## config.mk

```make
export PLATFORM = sky130hd
export DESIGN_NAME = pbus_glue
export DESIGN_NICKNAME = d
export VERILOG_FILES = /design/src/rtl/pbg_pkg.sv /design/src/rtl/pbg_decode.sv /design/src/rtl/pbg_rst_latch.sv /design/src/rtl/pbg_wait_gen.sv /design/src/rtl/pbus_glue.sv
export SDC_FILE = /design/constraint.sdc
export NUM_CORES = 1
export LEC_CHECK = 0
export ABC_AREA = 1
export BUFFER_PORTS_ARGS = -buffer_cell sky130_fd_sc_hd__buf_2
export CAP_MARGIN = 20
export CORE_AREA = 3 3 40 42
export CTS_CLUSTER_DIAMETER = 100
export DETAILED_ROUTE_END_ITERATION = 10
export DIE_AREA = 0 0 43 45
export PLACE_DENSITY_LB_ADDON = 0.15
export SYNTH_ARGS = -nofsm -noshare
export SYNTH_HDL_FRONTEND = slang
export SYNTH_SLANG_ARGS = --single-unit
```

## constraint.sdc

```tcl
create_clock -name clk -period 1.87 [get_ports clk]
set_input_delay 0.2805 -clock clk [delete_from_list [all_inputs] [get_ports clk]]
set_output_delay 0.2805 -clock clk [all_outputs]
set_load 0.01 [all_outputs]
```

## src/rtl/pbg_pkg.sv

```systemverilog
package pbg_pkg;

    localparam int AW = 16;

    typedef enum logic [1:0] {
        RG_NONE,
        RG_SEL,
        RG_HOLD,
        RG_RUN
    } region_e;

    typedef struct packed {
        logic rd;
        logic wr;
        logic byte_x;
    } strobe_t;

    function automatic logic in_win(input logic [AW-1:0] a,
                                    input logic [AW-1:0] base,
                                    input int unsigned   span);
        logic [AW-1:0] top_a;
        top_a = base + AW'(span - 1);
        return (a >= base) && (a <= top_a);
    endfunction

    function automatic region_e classify(input logic [AW-1:0] a,
                                         input logic [AW-1:0] sel_b,
                                         input logic [AW-1:0] hold_b,
                                         input logic [AW-1:0] run_b,
                                         input int unsigned   span);
        if (in_win(a, sel_b, span))       return RG_SEL;
        else if (in_win(a, hold_b, span)) return RG_HOLD;
        else if (in_win(a, run_b, span))  return RG_RUN;
        else                              return RG_NONE;
    endfunction

endpackage

```

## src/rtl/pbg_decode.sv

```systemverilog
module pbg_decode
    import pbg_pkg::*;
#(
    parameter logic [AW-1:0] SEL_BASE  = 16'hCA00,
    parameter logic [AW-1:0] HOLD_BASE = 16'hCB00,
    parameter logic [AW-1:0] RUN_BASE  = 16'hCC00,
    parameter int unsigned   WIN_BITS  = 8
) (
    input  logic [AW-1:0] addr,
    output region_e       region,
    output logic          sel_n,
    output logic          wide8
);
    localparam int unsigned SPAN = 1 << WIN_BITS;

    always_comb begin
        region = classify(addr, SEL_BASE, HOLD_BASE, RUN_BASE, SPAN);
        sel_n  = (region != RG_SEL);
        wide8  = (region != RG_NONE);
    end
endmodule

```

## src/rtl/pbg_rst_latch.sv

```systemverilog
module pbg_rst_latch
    import pbg_pkg::*;
(
    input  logic    clk,
    input  logic    rst,
    input  region_e region,
    input  strobe_t stb,
    output logic    dev_rst_n
);
    logic held_q;
    logic hold_wr;
    logic run_wr;

    always_comb begin
        hold_wr = stb.wr && stb.byte_x && (region == RG_HOLD);
        run_wr  = stb.wr && stb.byte_x && (region == RG_RUN);
    end

    always_ff @(posedge clk) begin
        if (rst)          held_q <= 1'b1;
        else if (hold_wr) held_q <= 1'b1;
        else if (run_wr)  held_q <= 1'b0;
    end

    assign dev_rst_n = ~held_q;


    held_after_reset_chk: assert property (@(posedge clk) disable iff (rst)
        $past(rst) |-> !dev_rst_n);

    hold_write_chk: assert property (@(posedge clk) disable iff (rst)
        hold_wr |=> !dev_rst_n);

    run_write_chk: assert property (@(posedge clk) disable iff (rst)
        run_wr |=> dev_rst_n);

    no_write_stable_chk: assert property (@(posedge clk) disable iff (rst)
        !(hold_wr || run_wr) |=> $stable(dev_rst_n));
endmodule

```

## src/rtl/pbg_wait_gen.sv

```systemverilog
module pbg_wait_gen #(
    parameter int unsigned WAIT_STATES = 3
) (
    input  logic clk,
    input  logic rst,
    input  logic access,
    input  logic in_reg,
    output logic wait_o
);
    localparam int unsigned CW = $clog2(WAIT_STATES + 1);

    logic          act_q;
    logic [CW-1:0] cnt;
    logic          start;

    always_comb begin
        start  = access && in_reg && !act_q && (cnt == '0);
        wait_o = start || (cnt != '0);
    end

    always_ff @(posedge clk) begin
        if (rst) begin
            act_q <= 1'b0;
            cnt   <= '0;
        end else begin
            act_q <= access;
            if (start)           cnt <= CW'(WAIT_STATES);
            else if (cnt != '0)  cnt <= cnt - CW'(1);
        end
    end


    wait_stay_chk: assert property (@(posedge clk) disable iff (rst)
        start |=> wait_o);

    wait_drop_chk: assert property (@(posedge clk) disable iff (rst)
        (cnt == CW'(1) && access) |=> !wait_o);

    wait_outside_chk: assert property (@(posedge clk) disable iff (rst)
        (!in_reg && cnt == '0) |-> !wait_o);
endmodule

```

## src/rtl/pbus_glue.sv

```systemverilog
module pbus_glue
    import pbg_pkg::*;
#(
    parameter logic [15:0] SEL_BASE    = 16'hCA00,
    parameter logic [15:0] HOLD_BASE   = 16'hCB00,
    parameter logic [15:0] RUN_BASE    = 16'hCC00,
    parameter int unsigned WIN_BITS    = 8,
    parameter int unsigned WAIT_STATES = 3
) (
    input  logic        clk,
    input  logic        rst,
    input  logic [15:0] addr,
    input  logic        rd_n,
    input  logic        wr_n,
    input  logic        byte_acc,
    output logic        dev_sel_n,
    output logic        dev_rst_n,
    output logic        bus8,
    output logic        wait_req
);
    region_e region;
    strobe_t stb;

    always_comb begin
        stb.rd     = ~rd_n;
        stb.wr     = ~wr_n;
        stb.byte_x = byte_acc;
    end

    pbg_decode #(
        .SEL_BASE (SEL_BASE),
        .HOLD_BASE(HOLD_BASE),
        .RUN_BASE (RUN_BASE),
        .WIN_BITS (WIN_BITS)
    ) u_dec (
        .addr  (addr),
        .region(region),
        .sel_n (dev_sel_n),
        .wide8 (bus8)
    );

    pbg_rst_latch u_rl (
        .clk      (clk),
        .rst      (rst),
        .region   (region),
        .stb      (stb),
        .dev_rst_n(dev_rst_n)
    );

    pbg_wait_gen #(.WAIT_STATES(WAIT_STATES)) u_wg (
        .clk   (clk),
        .rst   (rst),
        .access(stb.rd || stb.wr),
        .in_reg(bus8),
        .wait_o(wait_req)
    );


    sel_in_wide_chk: assert property (@(posedge clk) disable iff (rst)
        !dev_sel_n |-> bus8);
endmodule

```

Word level (Yosys, flattened, before mapping):

Cells that the tools add are included.
Widths: inputs -> output; s select.

* add/subtract/negate cells: 1
* reductions and logical operators: 17
* bitwise gates (word level): 3
* multiplexer cells: 5
* $lt $le $gt $ge: 6
* equal/unequal tests: 3

Operators with widths (number)
* $ge 16x16->1 const B: 3
* $le 16x16->1 const B: 3
* $mux 2: 5
* $logic_and 1x1->1: 9
* $reduce_bool 2->1: 3
* $eq 2x2->1 const B: 2
* $not 1->1: 3
* $logic_not 2->1: 1
* $logic_or 1x1->1: 2
* $ne 2x1->1 const B: 1
* $reduce_or 2->1: 1
* $sub 2x1->2 const B: 1
* $logic_not 1->1: 1

* input port bits: 21
* output and inout port bits: 4
* logic and storage cells: 38
* bits in registers: 4

Logic depth before layout (Yosys ltp):

* word-level depth: 10
* depth in mapped cells: 9
* mapped depth without buffers: 9

By module:

From an unflattened synthesis, not the netlist that was laid out.

* cells, all modules: 58
* area total of the unflattened synthesis: 337.8 sq um

Modules (own cells, without submodules)
* pbg_wait_gen: cells each 22, area an instance 155.1 sq um, sequential area each 60.1 sq um, times used 1
* pbg_decode: cells each 22, area an instance 103.8 sq um, sequential area each 0.0 sq um, times used 1
* pbg_rst_latch: cells each 11, area an instance 67.6 sq um, sequential area each 20.0 sq um, times used 1
* pbus_glue: cells each 3, area an instance 11.3 sq um, sequential area each 0.0 sq um, times used 1

Worst setup path after synthesis:

Ideal clock, no wire load.

* kind: input port to output port
* start point: input addr[14]
* end point: output wait_req
* path buffers: 0
* path slack: 0.709 ns
* data arrival time: 0.881 ns
* data required time: 1.590 ns
* cell stages on the path: 6
* cells stage by stage: nand2_2 -> nor2_4 -> nand3_2 -> nand3_2 -> nand2_2 -> nand2_1

* cells in the longest elaborated chain, start to end: 10
* elaborated cells on any way between the ends: 17
* classes of those cells: order compare: 6; mux: 3; reduce/logical: 8

RTL lines
* from (decl): line pbus_glue.sv:12 `input logic [15:0] addr,`
* $ge 16x16->1 or $le 16x16->1 (tied branches): line pbg_pkg.sv:23 `return (a >= base) && (a <= top_a);`
* $logic_and 1x1->1: line pbg_pkg.sv:23
* $mux 2: line pbg_pkg.sv:33 `else if (in_win(a, run_b, span)) return RG_RUN;`
* $mux 2: line pbg_pkg.sv:32 `else if (in_win(a, hold_b, span)) return RG_HOLD;`
* $mux 2 (*): line pbg_pkg.sv:31 `if (in_win(a, sel_b, span)) return RG_SEL;`
* $reduce_bool 2->1 (*): line pbg_decode.sv:19 `wide8 = (region != RG_NONE);`
* via bus8: line pbus_glue.sv:18 `output logic bus8,`
* $logic_and 1x1->1 (*) (3 in series): line pbg_wait_gen.sv:17 `start = access && in_reg && !act_q && (cnt == '0);`
* $logic_or 1x1->1 (*): line pbg_wait_gen.sv:18 `wait_o = start || (cnt != '0);`
* to (decl): line pbus_glue.sv:19 `output logic wait_req`

The timed path passes the listed nets; every way through them passes the cells marked *.

Final worst setup path:

* start point: input addr[13]
* end point: output wait_req

* cells in the longest elaborated chain, start to end: 10
* elaborated cells on any way between the ends: 17
* classes of those cells: order compare: 6; mux: 3; reduce/logical: 8

RTL lines (line)
* $ge 16x16->1 or $le 16x16->1 (tied branches): pbg_pkg.sv:23
* $logic_and 1x1->1: pbg_pkg.sv:23
* $mux 2: pbg_pkg.sv:33
* $mux 2: pbg_pkg.sv:32
* $mux 2 (*): pbg_pkg.sv:31
* $reduce_bool 2->1 (*): pbg_decode.sv:19
* $logic_and 1x1->1 (*) (3 in series): pbg_wait_gen.sv:17
* $logic_or 1x1->1 (*): pbg_wait_gen.sv:18

Mark *: on every way between the ends. The rest lies on a longest branch, timed or not.

==> impl_metrics.env <==
export IMPL_syn2layout_area_growth_pct=40.08
export IMPL_syn_area_per_cell_um2=6.442
export IMPL_synth_net_count=69
export IMPL_rrSetupSlack_ns=0.91
export IMPL_fin_nets=90
export IMPL_grt_ovfl_total=0
export IMPL_grt_pass1_vias=276
export IMPL_n_antenna_cell=0
export IMPL_p_sw_share_pct=35.99
export IMPL_yosysWarnings=0
export IMPL_slowest_delay_ns=0.12
export IMPL_grt_pass1_wl_um=1041
export IMPL_fin_cells=81
export IMPL_drive_above_1_share_pct=40.91
export IMPL_slew_headroom_pct=87.74
export IMPL_portBuffers=16
export IMPL_power_density_nw_per_um2=970.8
export IMPL_r2r_end="u_wg.cnt[0]$_SDFFE_PP0P_"
export IMPL_rr_startpoint="u_wg.cnt[0]$_SDFFE_PP0P_"
export IMPL_cts_tree="yes"
export IMPL_dieArea_um2=1935
export IMPL_clock_sinks=4
export IMPL_startpoint="addr[13]"
export IMPL_max_freq_ghz=0.7390
export IMPL_finalHoldViolCount=0
export IMPL_fin_setup_tns_ns=0
export IMPL_yosysTopAreaCell="dfxtp_1"
export IMPL_crit_fanout=4
export IMPL_die_w_um=43
export IMPL_place_ws_ns=0.5200
export IMPL_num_rows=13
export IMPL_ant_nets=0
export IMPL_clkPwrFrac_pct=25.3
export IMPL_fin_hold_ws_ns=0.2408
export IMPL_min_delay_start="rd_n"
export IMPL_crit_type="in -> out"
export IMPL_clockRootBuffer="clkbuf_4"
export IMPL_cts_inserted_buffers=3
export IMPL_fin_crit_sh_pct=72.36
export IMPL_gp_congestion=0.7245
export IMPL_crit_arrival_ns=1.07
export IMPL_start_util_pct=23.56
export IMPL_outcome="complete, no violations"
export IMPL_final_common_cell="buf_2"
export IMPL_firstDrtPassIters=4
export IMPL_cp_num_buf_inv=3
export IMPL_die_y_um=45
export IMPL_grt_max_degree=6
export IMPL_crit_path_cell_trace="buf_2 > inv_1 > nand2_2 > nor2_1 > nand3_2 > nand3_2 > nand2_2 > nand2_1 > buf_2"
export IMPL_worstPathRequired_ns=1.59
export IMPL_syn_inst=47
export IMPL_pwr_share_seq_pct=27.9
export IMPL_dp_cells=78
export IMPL_wire_per_inst_um=8.074
export IMPL_ys_seq_area_share_pct=26.45
export IMPL_power_total_mw=0.4118
export IMPL_ys_seq_elements=4
export IMPL_drv_cap=0
export IMPL_p_leak_nw=0.2568
export IMPL_slew_violations=0
export IMPL_nFillCells=154
export IMPL_crit_family="simple AND/OR/NAND/NOR gates"
export IMPL_num_vias=328
export IMPL_cp_endpoint="wait_req"
export IMPL_cp_start_kind="input pin"
export IMPL_rsz0062_at_grt="false"
export IMPL_clock_latency_ns=0.23
export IMPL_final_cell_mix="16 x buf_2, 11 x inv_1, 9 x nand2_1, 6 x nor2_1"
export IMPL_worst_setup_path_end_kind="output pin"
export IMPL_hp_class="in -> reg"
export IMPL_fin_ws_ns=0.5168
export IMPL_coreArea_um2=1285
export IMPL_netlist_area_um2=302.8
export IMPL_cts_resized_gates=0
export IMPL_r2r_worst_path_cells=6
export IMPL_worst_pin_slew_ns=0.1840
export IMPL_cts_htree_levels=1
export IMPL_period_minus_slack_ns=1.353
export IMPL_ios=25
export IMPL_antenna_found_initial=0
export IMPL_skew_ns=0.0004981
export IMPL_ir_drop_v=0.0004799
export IMPL_netlist_top_cells_area="dfxtp_1 26%, inv_1 14%, nand3_2 13%"
export IMPL_cpMaxStageDelayCell="buf_2"
export IMPL_drt_iter0_markers=6
export IMPL_p_sw_mw=0.1482
export IMPL_hold_buffers=0
export IMPL_clkTransAtPathRegs_ns=0.03
export IMPL_grt_use_total_pct=7.488
export IMPL_vias_per_cell=4.049
export IMPL_p_comb_share_pct=46.8
export IMPL_drc_errors=0
export IMPL_intPower_mw=0.2636
export IMPL_cp_depth=9
export IMPL_setup_viol=0
export IMPL_clk_path_buf_depth=2
export IMPL_post_cts_buffers=0
export IMPL_yosysTopAreaCellShare_pct=26.45
export IMPL_ys_types=13
export IMPL_drt_total_wl_um=654
-- synth_stat cells, drive strengths merged --
cell and number:
o21bai 1, inv 11, a21oi 4, nor2 7, nand3 5, o21ai 1
nand2 12, ha 1, dfxtp 4, nor3 1
-- cells by family (layout without fill, tap and decap cells) --
group | after synthesis | after routing | synth area share [%]
compound gates | 6 | 6 | 10.74
fa+ha+maj | 1 | 1 | 4.132
buf+inv | 11 | 30 | 13.64
flops | 4 | 4 | 26.45
simple gates | 25 | 25 | 45.04
-- worst min-delay path by stage --
stage,to,depth (start not counted)
2_1_floorplan,u_wg.act_q$_SDFF_PP0_,1
3_3_place_gp,u_rl.held_q$_SDFFE_PP1P_,2
3_5_place_dp,u_rl.held_q$_SDFFE_PP1P_,2
4_1_cts,u_wg.act_q$_SDFF_PP0_,2
5_1_grt,u_wg.act_q$_SDFF_PP0_,2
6_report,u_wg.act_q$_SDFF_PP0_,2
-- power by group through the flow --
stage / combinational (mW) / sequential [mW] / clock [mW]
6_report: 0.193 / 0.115 / 0.104
5_1_grt: 0.226 / 0.116 / 0.116
4_1_cts: 0.196 / 0.115 / 0.110
3_5_place_dp: 0.193 / 0.117 / 0
3_3_place_gp: 0.190 / 0.116 / 0
2_1_floorplan: 0.141 / 0.115 / 0
-- area by class of cell --
class	count	area, um^2	share of cell area (%)
repair buffers	16	80.08	18.88
flip-flops and latches	4	80.08	18.88
inverters	11	41.29	9.735
multi-input cells	32	181.4	42.77
well taps	15	18.77	4.425
clock buffers	3	22.52	5.310
-- flip-flops by register name (all words and copies together), names as in the netlist --
signal and count:
u_wg.act_q 1, u_wg.cnt 2, u_rl.held_q 1
-- stage by stage --
stage               utilization [%]  instance area (um^2)
global route                  33.01                 424.2
floorplan                         -                 302.8
detailed placement            31.26                 401.6
global placement              31.26                 401.6
CTS                           33.01                 424.2
finish                        33.01                 424.2
-- layer usage --
| layer | up-vias | GRT usage [%] | wire length, um |
|---|---|---|---|
| li1 | 183 | - | - |
| met1 | 136 | 8.413 | 286 |
| met2 | 9 | 11.68 | 315 |
| met3 | 0 | 6.375 | 52 |
| met4 | 0 | 0 | 0 |
| met5 | - | 0 | 0 |
-- worst register-to-register path: cells and delay by family (launching register included) --
kind	cells	cell delay (ns)
flops	1	0.29
simple gates	3	0.21
buf+inv	2	0.09
fa+ha+maj	1	0.26
(Power assumes the default switching activity.)
